==> config.mk <==
export PLATFORM = sky130hd
export DESIGN_NAME = can_mode_seq
export DESIGN_NICKNAME = d
export VERILOG_FILES = /design/src/rtl/can_mode_pkg.sv /design/src/rtl/can_ram_clear.sv /design/src/rtl/can_mode_fsm.sv /design/src/rtl/can_idle_det.sv /design/src/rtl/can_mode_seq.sv
export SDC_FILE = /design/constraint.sdc
export NUM_CORES = 1
export LEC_CHECK = 0
export CAP_MARGIN = 20
export CORE_UTILIZATION = 50
export DETAILED_ROUTE_END_ITERATION = 7
export PLACE_DENSITY = 0.93
export SLEW_MARGIN = 10
export SYNTH_ARGS = -nofsm -noshare
export SYNTH_HDL_FRONTEND = slang
export SYNTH_SLANG_ARGS = --single-unit
==> constraint.sdc <==
create_clock -name clk -period 1.6 [get_ports clk]
set_input_delay 0.24 -clock clk [delete_from_list [all_inputs] [get_ports clk]]
set_output_delay 0.24 -clock clk [all_outputs]
set_load 0.05 [all_outputs]
==> src/rtl/can_mode_pkg.sv <==
package can_mode_pkg;

  typedef enum logic [1:0] {
    MODE_RUN   = 2'b00,
    MODE_RESET = 2'b01,
    MODE_STOP  = 2'b10
  } mode_e;

  localparam logic [1:0] SEL_RUN = 2'b00;

endpackage

==> src/rtl/can_ram_clear.sv <==
module can_ram_clear #(
  parameter int WORDS = 276,
  parameter int AW    = $clog2(WORDS),
  parameter int DW    = 32
) (
  input  logic          clk,
  input  logic          rst_n,
  input  logic          start,
  output logic          busy,
  output logic          done,
  output logic [AW-1:0] addr,
  output logic [DW-1:0] wdata
);

  localparam logic [AW-1:0] LAST_ADDR = AW'(WORDS - 1);

  logic          busy_q, busy_d;
  logic          done_q, done_d;
  logic [AW-1:0] addr_q, addr_d;
  logic          upd;

  always_comb begin
    busy_d = busy_q;
    done_d = done_q;
    addr_d = addr_q;
    if (busy_q) begin
      if (addr_q == LAST_ADDR) begin
        busy_d = 1'b0;
        done_d = 1'b1;
        addr_d = '0;
      end else begin
        addr_d = addr_q + 1'b1;
      end
    end else if (start && !done_q) begin
      busy_d = 1'b1;
      addr_d = '0;
    end
  end

  assign upd = busy_q || (start && !done_q);

  always_ff @(posedge clk or negedge rst_n) begin
    if (!rst_n) begin
      busy_q <= 1'b0;
      done_q <= 1'b0;
      addr_q <= '0;
    end else if (upd) begin
      busy_q <= busy_d;
      done_q <= done_d;
      addr_q <= addr_d;
    end
  end

  assign busy  = busy_q;
  assign done  = done_q;
  assign addr  = addr_q;
  assign wdata = '0;

  AST_FILL_ONCE: assert property (@(posedge clk) disable iff (!rst_n)
    $rose(busy_q) |-> !done_q) else $error("fill restarted");

endmodule

==> src/rtl/can_mode_fsm.sv <==
module can_mode_fsm
  import can_mode_pkg::*;
#(
  parameter int LAT = 2
) (
  input  logic       clk,
  input  logic       rst_n,
  input  logic       wr,
  input  logic       sleep,
  input  logic [1:0] sel,
  input  logic       lock,
  input  logic       allow_run,
  output mode_e      cur,
  output mode_e      nxt,
  output logic       pend
);

  localparam int CW = (LAT > 1) ? $clog2(LAT) : 1;
  localparam logic [CW-1:0] LAST = CW'(LAT - 1);

  mode_e         cur_q, cur_d, tgt_q, tgt_d, req;
  logic          pend_q, pend_d;
  logic [CW-1:0] cnt_q, cnt_d;
  logic          accept;

  always_comb begin
    unique case (cur_q)
      MODE_STOP:  req = sleep ? MODE_STOP : MODE_RESET;
      MODE_RESET: req = sleep ? MODE_STOP :
                        ((sel == SEL_RUN && allow_run) ? MODE_RUN : MODE_RESET);
      default:    req = (!sleep && sel == SEL_RUN) ? MODE_RUN : MODE_RESET;
    endcase
  end

  assign accept = wr && !lock && !pend_q && (req != cur_q);

  always_comb begin
    cur_d  = cur_q;
    tgt_d  = tgt_q;
    pend_d = pend_q;
    cnt_d  = cnt_q;
    if (pend_q) begin
      if (cnt_q == LAST) begin
        pend_d = 1'b0;
        cnt_d  = '0;
        cur_d  = (tgt_q == MODE_RUN && !allow_run) ? MODE_RESET : tgt_q;
      end else begin
        cnt_d = cnt_q + 1'b1;
      end
    end else if (accept) begin
      pend_d = 1'b1;
      tgt_d  = req;
      cnt_d  = '0;
    end
  end

  always_ff @(posedge clk or negedge rst_n) begin
    if (!rst_n) begin
      cur_q  <= MODE_STOP;
      tgt_q  <= MODE_STOP;
      pend_q <= 1'b0;
      cnt_q  <= '0;
    end else if (pend_q || accept) begin
      cur_q  <= cur_d;
      tgt_q  <= tgt_d;
      pend_q <= pend_d;
      cnt_q  <= cnt_d;
    end
  end

  assign cur  = cur_q;
  assign nxt  = (pend_q || accept) ? cur_d : cur_q;
  assign pend = pend_q;

  AST_STOP_EXIT: assert property (@(posedge clk) disable iff (!rst_n)
    ($past(cur_q) == MODE_STOP && cur_q != MODE_STOP) |-> cur_q == MODE_RESET)
    else $error("stop left to non-reset");

  AST_PEND_HOLD: assert property (@(posedge clk) disable iff (!rst_n)
    ($past(pend_q) && pend_q) |-> $stable(cur_q) && $stable(tgt_q))
    else $error("mode moved while pending");

  AST_LOCK_NO_PEND: assert property (@(posedge clk) disable iff (!rst_n)
    ($past(lock) && !$past(pend_q)) |-> !pend_q)
    else $error("pending while locked");

endmodule

==> src/rtl/can_idle_det.sv <==
module can_idle_det #(
  parameter int IDLE_BITS = 11
) (
  input  logic clk,
  input  logic rst_n,
  input  logic in_run,
  input  logic stay_run,
  input  logic bit_stb,
  input  logic rx_bit,
  output logic ready
);

  localparam int CW = $clog2(IDLE_BITS + 1);
  localparam logic [CW-1:0] LAST = CW'(IDLE_BITS - 1);

  logic [CW-1:0] cnt_q, cnt_d;
  logic          rdy_q, rdy_d;

  always_comb begin
    cnt_d = cnt_q;
    rdy_d = rdy_q;
    if (!stay_run) begin
      cnt_d = '0;
      rdy_d = 1'b0;
    end else if (in_run && !rdy_q && bit_stb) begin
      if (!rx_bit) begin
        cnt_d = '0;
      end else if (cnt_q == LAST) begin
        rdy_d = 1'b1;
      end else begin
        cnt_d = cnt_q + 1'b1;
      end
    end
  end

  always_ff @(posedge clk or negedge rst_n) begin
    if (!rst_n) begin
      cnt_q <= '0;
      rdy_q <= 1'b0;
    end else begin
      cnt_q <= cnt_d;
      rdy_q <= rdy_d;
    end
  end

  assign ready = rdy_q;

  AST_READY_ON_RECESSIVE: assert property (@(posedge clk) disable iff (!rst_n)
    $rose(rdy_q) |-> $past(bit_stb && rx_bit)) else $error("ready without recessive bit");

endmodule

==> src/rtl/can_mode_seq.sv <==
module can_mode_seq
  import can_mode_pkg::*;
#(
  parameter int RAM_WORDS = 276,
  parameter int DW        = 32,
  parameter int LAT       = 2,
  parameter int IDLE_BITS = 11,
  localparam int AW       = $clog2(RAM_WORDS)
) (
  input  logic          clk,
  input  logic          rst_n,
  input  logic          mod_en,
  input  logic          g_wr,
  input  logic          g_sleep,
  input  logic [1:0]    g_sel,
  input  logic          c_wr,
  input  logic          c_sleep,
  input  logic [1:0]    c_sel,
  input  logic          bit_stb,
  input  logic          rx_bit,
  output logic [1:0]    g_mode,
  output logic          g_pend,
  output logic [1:0]    c_mode,
  output logic          c_pend,
  output logic          com_ready,
  output logic          ram_init_busy,
  output logic          ram_we,
  output logic [AW-1:0] ram_addr,
  output logic [DW-1:0] ram_wdata
);

  logic [1:0] rst_sync_q;
  logic       rst_ni;

  always_ff @(posedge clk or negedge rst_n) begin
    if (!rst_n) rst_sync_q <= 2'b00;
    else        rst_sync_q <= {rst_sync_q[0], 1'b1};
  end
  assign rst_ni = rst_sync_q[1];

  logic  fill_busy, fill_done;
  mode_e g_cur, g_nxt, c_cur, c_nxt;

  can_ram_clear #(.WORDS(RAM_WORDS), .AW(AW), .DW(DW)) i_fill (
    .clk(clk), .rst_n(rst_ni), .start(mod_en),
    .busy(fill_busy), .done(fill_done), .addr(ram_addr), .wdata(ram_wdata)
  );

  can_mode_fsm #(.LAT(LAT)) i_gfsm (
    .clk(clk), .rst_n(rst_ni), .wr(g_wr), .sleep(g_sleep), .sel(g_sel),
    .lock(!fill_done), .allow_run(1'b1),
    .cur(g_cur), .nxt(g_nxt), .pend(g_pend)
  );

  can_mode_fsm #(.LAT(LAT)) i_cfsm (
    .clk(clk), .rst_n(rst_ni), .wr(c_wr), .sleep(c_sleep), .sel(c_sel),
    .lock(!fill_done), .allow_run(g_cur == MODE_RUN),
    .cur(c_cur), .nxt(c_nxt), .pend(c_pend)
  );

  can_idle_det #(.IDLE_BITS(IDLE_BITS)) i_idle (
    .clk(clk), .rst_n(rst_ni),
    .in_run(c_cur == MODE_RUN), .stay_run(c_nxt == MODE_RUN),
    .bit_stb(bit_stb), .rx_bit(rx_bit), .ready(com_ready)
  );

  assign g_mode        = g_cur;
  assign c_mode        = c_cur;
  assign ram_init_busy = fill_busy;
  assign ram_we        = fill_busy;

  AST_LOCKED_STOP: assert property (@(posedge clk) disable iff (!rst_ni)
    fill_busy |-> (g_mode == MODE_STOP && g_nxt == MODE_STOP && c_mode == MODE_STOP))
    else $error("mode left stop during fill");

  AST_RUN_NEEDS_GLOBAL: assert property (@(posedge clk) disable iff (!rst_ni)
    (c_mode == MODE_RUN && $past(c_mode) != MODE_RUN) |-> $past(g_mode) == MODE_RUN)
    else $error("channel ran without global run");

  AST_READY_IN_RUN: assert property (@(posedge clk) disable iff (!rst_ni)
    com_ready |-> c_mode == MODE_RUN) else $error("ready outside run");

endmodule

After elaboration in Yosys (flattened, before gate mapping). Index checks and enable logic that the tools add are counted.

Word-level logic and storage cells: 113. Input bits: 13. Bits in registers: 30. Output and inout bits: 50.

Reductions and logical operators: 41. Equality and inequality tests: 12. Bitwise logic cells: 2. Add/sub/neg operators: 4. Mux-type cells: 40.

Operators with widths (count): 9-bit 2-to-1 mux (3); 1-bit 2-to-1 mux (23); 2-bit 2-to-1 mux (8); 4-bit 2-to-1 mux (4); 3-bit AND reduction (5); 1-bit logical AND (13); 2-bit zero test (6); 9-bit by 1-bit adder with 9-bit output (second input constant) (1); 9-bit equality test (second input constant) (1); 2-bit case mux with 2 select lines (2); 2-bit AND reduction (4); 1-bit zero test (7); 2-bit != test (second input constant) (3); 2-bit nonzero test (3); 4-bit by 1-bit adder with 4-bit output (second input constant) (1); 2-bit by 1-bit equality test with 1-bit output (second input constant) (2); 2-bit equality test (second input constant) (2); 4-bit equality test (second input constant) (1); 2-bit != test (2); 1-bit logical OR (3); 3-bit != test (second input constant) (1); 1-bit adder (second input constant) (2); 1-bit inverter (2).

Logic depth before layout (Yosys ltp).
Depth in word-level cells: 12. Mapped depth: 6. Gate-level depth less buffers: 6.

Modules after synthesis. A second synthesis with hierarchy kept.

Cell total of the unflattened synthesis: 215. Area, all modules: 2026.9 sq um.

By module, submodules not included: can_ram_clear (instances 1, cells each 91, area each 835.8 sq um, sequential area each 275.3 sq um); can_mode_fsm (i_cfsm) (instances 1, cells each 43, area each 412.9 sq um, sequential area each 152.6 sq um); can_mode_fsm (i_gfsm) (instances 1, cells each 41, area each 390.4 sq um, sequential area each 152.6 sq um); can_idle_det (instances 1, cells each 32, area each 311.5 sq um, sequential area each 125.1 sq um); can_mode_seq (instances 1, cells each 8, area each 76.3 sq um, sequential area each 50.0 sq um).

Worst setup path after synthesis. Ideal clock, no wire load.

Path type: register to register. From: reg i_gfsm.cur_q[0] (netlist: i_gfsm.cur[0]). To: reg i_gfsm.tgt_q[1]. Slack: -0.913 ns. Arrival time: 2.429 ns. Cell stages (with the launch flop): 7. Library setup time: 0.085 ns. Required time: 1.515 ns. Buffers on the path: 0. Clock period less this slack: 2.513 ns. Path through: dfrtp_1 > inv_1 > ha_1 > a2111oi_1 > nor4_1 > nor3_1 > mux2_1.

Cells in the longest elaborated chain, start to end: 6. Elaborated cells on any way between the ends: 7. Those cells by class: eq/ne: 3; mux: 1; reduce/logical: 3.

Ends and longest elaborated chain: start: declaration (line can_mode_fsm.sv:21) `mode_e cur_q, cur_d, tgt_q, tgt_d, req;`; start signal: assignment (line can_mode_fsm.sv:64) `cur_q <= cur_d;`; 2-bit by 1-bit equality test with 1-bit output or 2-bit equality test (tied branches) (line can_mode_fsm.sv:27) `unique case (cur_q)`; 2-bit case mux with 2 select lines (line can_mode_fsm.sv:27); 2-bit != test (line can_mode_fsm.sv:35) `assign accept = wr && !lock && !pend_q && (req != cur_q);`; 1-bit logical AND (line can_mode_fsm.sv:35); 1-bit logical OR (line can_mode_fsm.sv:63) `end else if (pend_q || accept) begin`; 3-bit AND reduction (no line); end signal: assignment (line can_mode_fsm.sv:65) `tgt_q <= tgt_d;`; end: declaration (line can_mode_fsm.sv:21).

Several ways; a longest one is shown, not always the timed one. A chain may end at the register's enable or synchronous reset.

Final worst setup path.
From: reg i_gfsm.cur_q[1] (netlist: i_gfsm.cur[1]). To: reg i_gfsm.tgt_q[1].

The elaborated chain is that of the path after synthesis.

==> flow_summary.ini <==
[worst_setup_path]
path_cells = inv_4 -> buf_4 -> ha_1 -> nor3b_2 -> nor4_2 -> nor3_4 -> mux2_4
path_max_fanout = 3
worst_setup_path_end_kind = register
arrival_ns = 2.23
crit_type = register to register
critPathRequiredTime_ns = 1.80
worst_setup_path_start_kind = register
max_stage_delay_ns = 0.63
crit_slowest_cell = dfstp_4

[power_and_ir_drop]
sw_frac_of_total_pct = 40.7
p_per_area_mw_per_mm2 = 1450
power.leakage_nw = 1.30
combinationalPowerShare_pct = 58.9
switching_power_w = 0.00166
ir_worst_vdd_mv = 0.851
p_seq_share_pct = 26.1
intPower_w = 0.00242
p_clk_share_pct = 14.9

[placed_design]
post-place-ws_ns = -0.480
gp_congestion = 0.834
dp_hpwl_mm = 3.31
io_buffers = 30

[synth]
ys_warn_count = 0
synth_largest_area_cell = dfrtp_1
synthCells = 201
synth_area_mm2 = 0.00195
yosys_most_used_dff = dfrtp_1
ys_async_sr_fraction_pct = 100
synth_seq_cells = 30
synth_edf_count = 0
ys_types = 51
seq_area_frac_synth_pct = 38.8
synth_top_area_share_pct = 33.4
synth.avg_cell_area_um2 = 9.69
post_synth_main_area_contributors = dfrtp_1 33%, buf_4 13%, ha_1 5.8%, dfstp_2 5.4%, nand2_1 2.9%

[die]
core_area_mm2 = 0.00369
die_w_um = 64.4
rows = 22
die_area_mm2 = 0.00415
die_h_um = 64.4
start_util_pct = 52.8
pin_count = 63

[global_route]
grt_max_degree = 29
grt_first_pass_wirelength_mm = 7.30
antenna_found_initial = 0
first_global_vias = 1669
grtUsageTotal_pct = 23.5
overflow = 0

[drt]
wl_per_cell_um = 14.0
vias = 1658
finalWirelength_mm = 4.57
routed_via_density = 5.09
drc_errors = 0
drt_pass1_iterations = 4
first_iter_violations = 97
drtAntennaViolNets = 0

[cells_and_area]
layout_common_cells = 52 x buf_4, 33 x conb_1, 18 x dfrtp_1, 15 x nand2_1, 12 x clkdlybuf4s50_1
antenna_cells = 0
nFillCells = 248
fin_nets = 299
areaGrowthSynthToFinish_pct = 44.6
final_common_cell = buf_4
drive_above_1_share_pct = 42.8

[cts]
numClockSinks = 30
numCtsBuffers = 5
cts-root-buf = clkbuf_8
clock_latency_ns = 0.27
postCtsHoldBufs = 0
clk_pin_slew_ns = 0.06
clk_path_buf_depth = 2
cts_tree = done
cts_max_level = 2

[timing]
clock-skew-final_ns = 0.00331
worst_pin_slew_ns = 0.517
fmax_ghz = 0.491
slew_violations = 0
setup_viol = 15
finalHoldViolCount = 0
fin_crit_sh_pct = 127
tns_ns = -3.78
relSlewSlack_pct = 65.3
worst_slack_ns = -0.435
rsz0062_at_grt = true
fin_crit_ns = 2.04

[job]
cap_viol_max_count = 0

[hold_path]
hp-class = primary input to async pin

[status]
violations = setup timing
outcome = finished with violations
path summary, 6_finish.rpt:
| kind | from | endpoint | slack, ns | cells after the start |
|---|---|---|---|---|
| max | i_gfsm.cur[1] | i_gfsm.tgt_q[1] | -0.44 | 7 |
| min | rst_n | rst_sync_q[1] | 0.12 | 1 |
| max reg2reg | i_gfsm.cur[1] | i_gfsm.tgt_q[1] | -0.44 | 7 |
| min reg2reg | rst_sync_q[1] | i_idle.cnt_q[3] | 0.25 | 1 |
| max in group asynchronous | rst_sync_q[1] | i_gfsm.tgt_q[1] | 1.04 | 1 |
| min in group clk | rst_sync_q[0] | rst_sync_q[1] | 0.35 | 0 |
what timing repair did:
item                                    CTS  global route
cloned                                    0             0
resized for setup                        19            10
hold endpoints to repair                  0             0
pin swaps                                 7             5
endpoints found under the setup margin   18            20
setup buffers                             4             3
cell usage after synthesis (2+ instances only):
cell and n:
buf_6 3, nand2_1 15, and3b_1 2, and4b_1 2, inv_1 9, nand3_1 5, conb_1 2, a31oi_1 2
nor4_2 2, nand2b_1 6, o31ai_1 2, ha_1 9, a21o_1 2, dfrtp_1 26, buf_4 33, nor2b_1 4
nor2_1 10, nor4_1 2, a22o_1 3, mux2_2 2, mux2_1 3, dfstp_2 4, o21ai_1 9, nor3_1 5
nor4b_1 2, o21ai_0 3, and2_1 2, a21oi_1 9
registers in the layout, indices dropped and copies added, names as in the netlist:
signal / count
i_cfsm.cnt_q: 1
i_cfsm.cur: 2
i_cfsm.pend: 1
i_cfsm.tgt_q: 2
i_fill.addr: 9
i_fill.busy: 1
i_fill.done: 1
i_gfsm.cnt_q: 1
i_gfsm.cur: 2
i_gfsm.pend: 1
i_gfsm.tgt_q: 2
i_idle.cnt_q: 4
i_idle.ready: 1
rst_sync_q: 2
critical path, delay by kind of cell (launching register included):
family,cells,cell delay (ns)
AND/OR/NAND/NOR,3,0.64
flip-flops,1,0.63
multiplexers,1,0.32
adder cells (fa/ha/maj),1,0.20
buffers and inverters,2,0.16
cell type report:
class                           instances  area [µm²]  area share, %
Multi-Input combinational cell        157        1180           41.8
Sequential cell                        30         773           27.5
Timing Repair Buffer                   74         676           24.0
Clock buffer                            7        86.3           3.07
Tap cell                               48        60.1           2.13
Inverter                                9        38.8           1.38
Clock inverter                          1        5.00          0.178
cell families (layout without fill, tap and decap cells):
| group | count (synthesis) | count (layout) | share of synthesized area (%) |
|---|---|---|---|
| muxes | 6 | 6 | 3.41 |
| and+or+nand+nor | 67 | 67 | 20.1 |
| AOI/OAI and AO/OA | 42 | 42 | 15.3 |
| DFF | 30 | 30 | 38.8 |
| adders and majority gates | 9 | 9 | 5.78 |
| other | 2 | 33 | 0.386 |
| buffers and inverters | 45 | 91 | 16.2 |
per-stage QoR:
step / utilization [%] / cells / total power (W) / hold WS [ns] / instance area, µm²
6_report: 76.3 / 326 / 0.00408 / 0.121 / 2820
5_1_grt: 76.3 / 326 / 0.00430 / 0.117 / 2820
4_1_cts: 74.3 / 323 / 0.00390 / 0.113 / 2740
3_5_place_dp: 68.9 / 312 / 0.00304 / 0.263 / 2540
3_3_place_gp: 68.9 / 312 / 0.00296 / 0.250 / 2540
2_1_floorplan: - / 232 / 0.00241 / -0.0556 / 2150
per-layer routing:
metal / GRT usage [%] / vias to the layer above / routed length (µm)
met5: 0 / - / 0
met4: 12.5 / 0 / 106
met3: 5.00 / 12 / 180
met2: 42.2 / 45 / 2470
met1: 25.5 / 804 / 1820
li1: - / 797 / -
power by group through the flow:
stage	clock network, W	registers (W)	logic (W)
after detailed placement	0	0.00108	0.00196
after CTS	0.000634	0.00106	0.00221
after global routing	0.000673	0.00108	0.00254
final	0.000609	0.00107	0.00240
after floorplan	0	0.00134	0.00107
after global placement	0	0.00107	0.00189
Note: power is estimated with default switching activity, not from simulation.
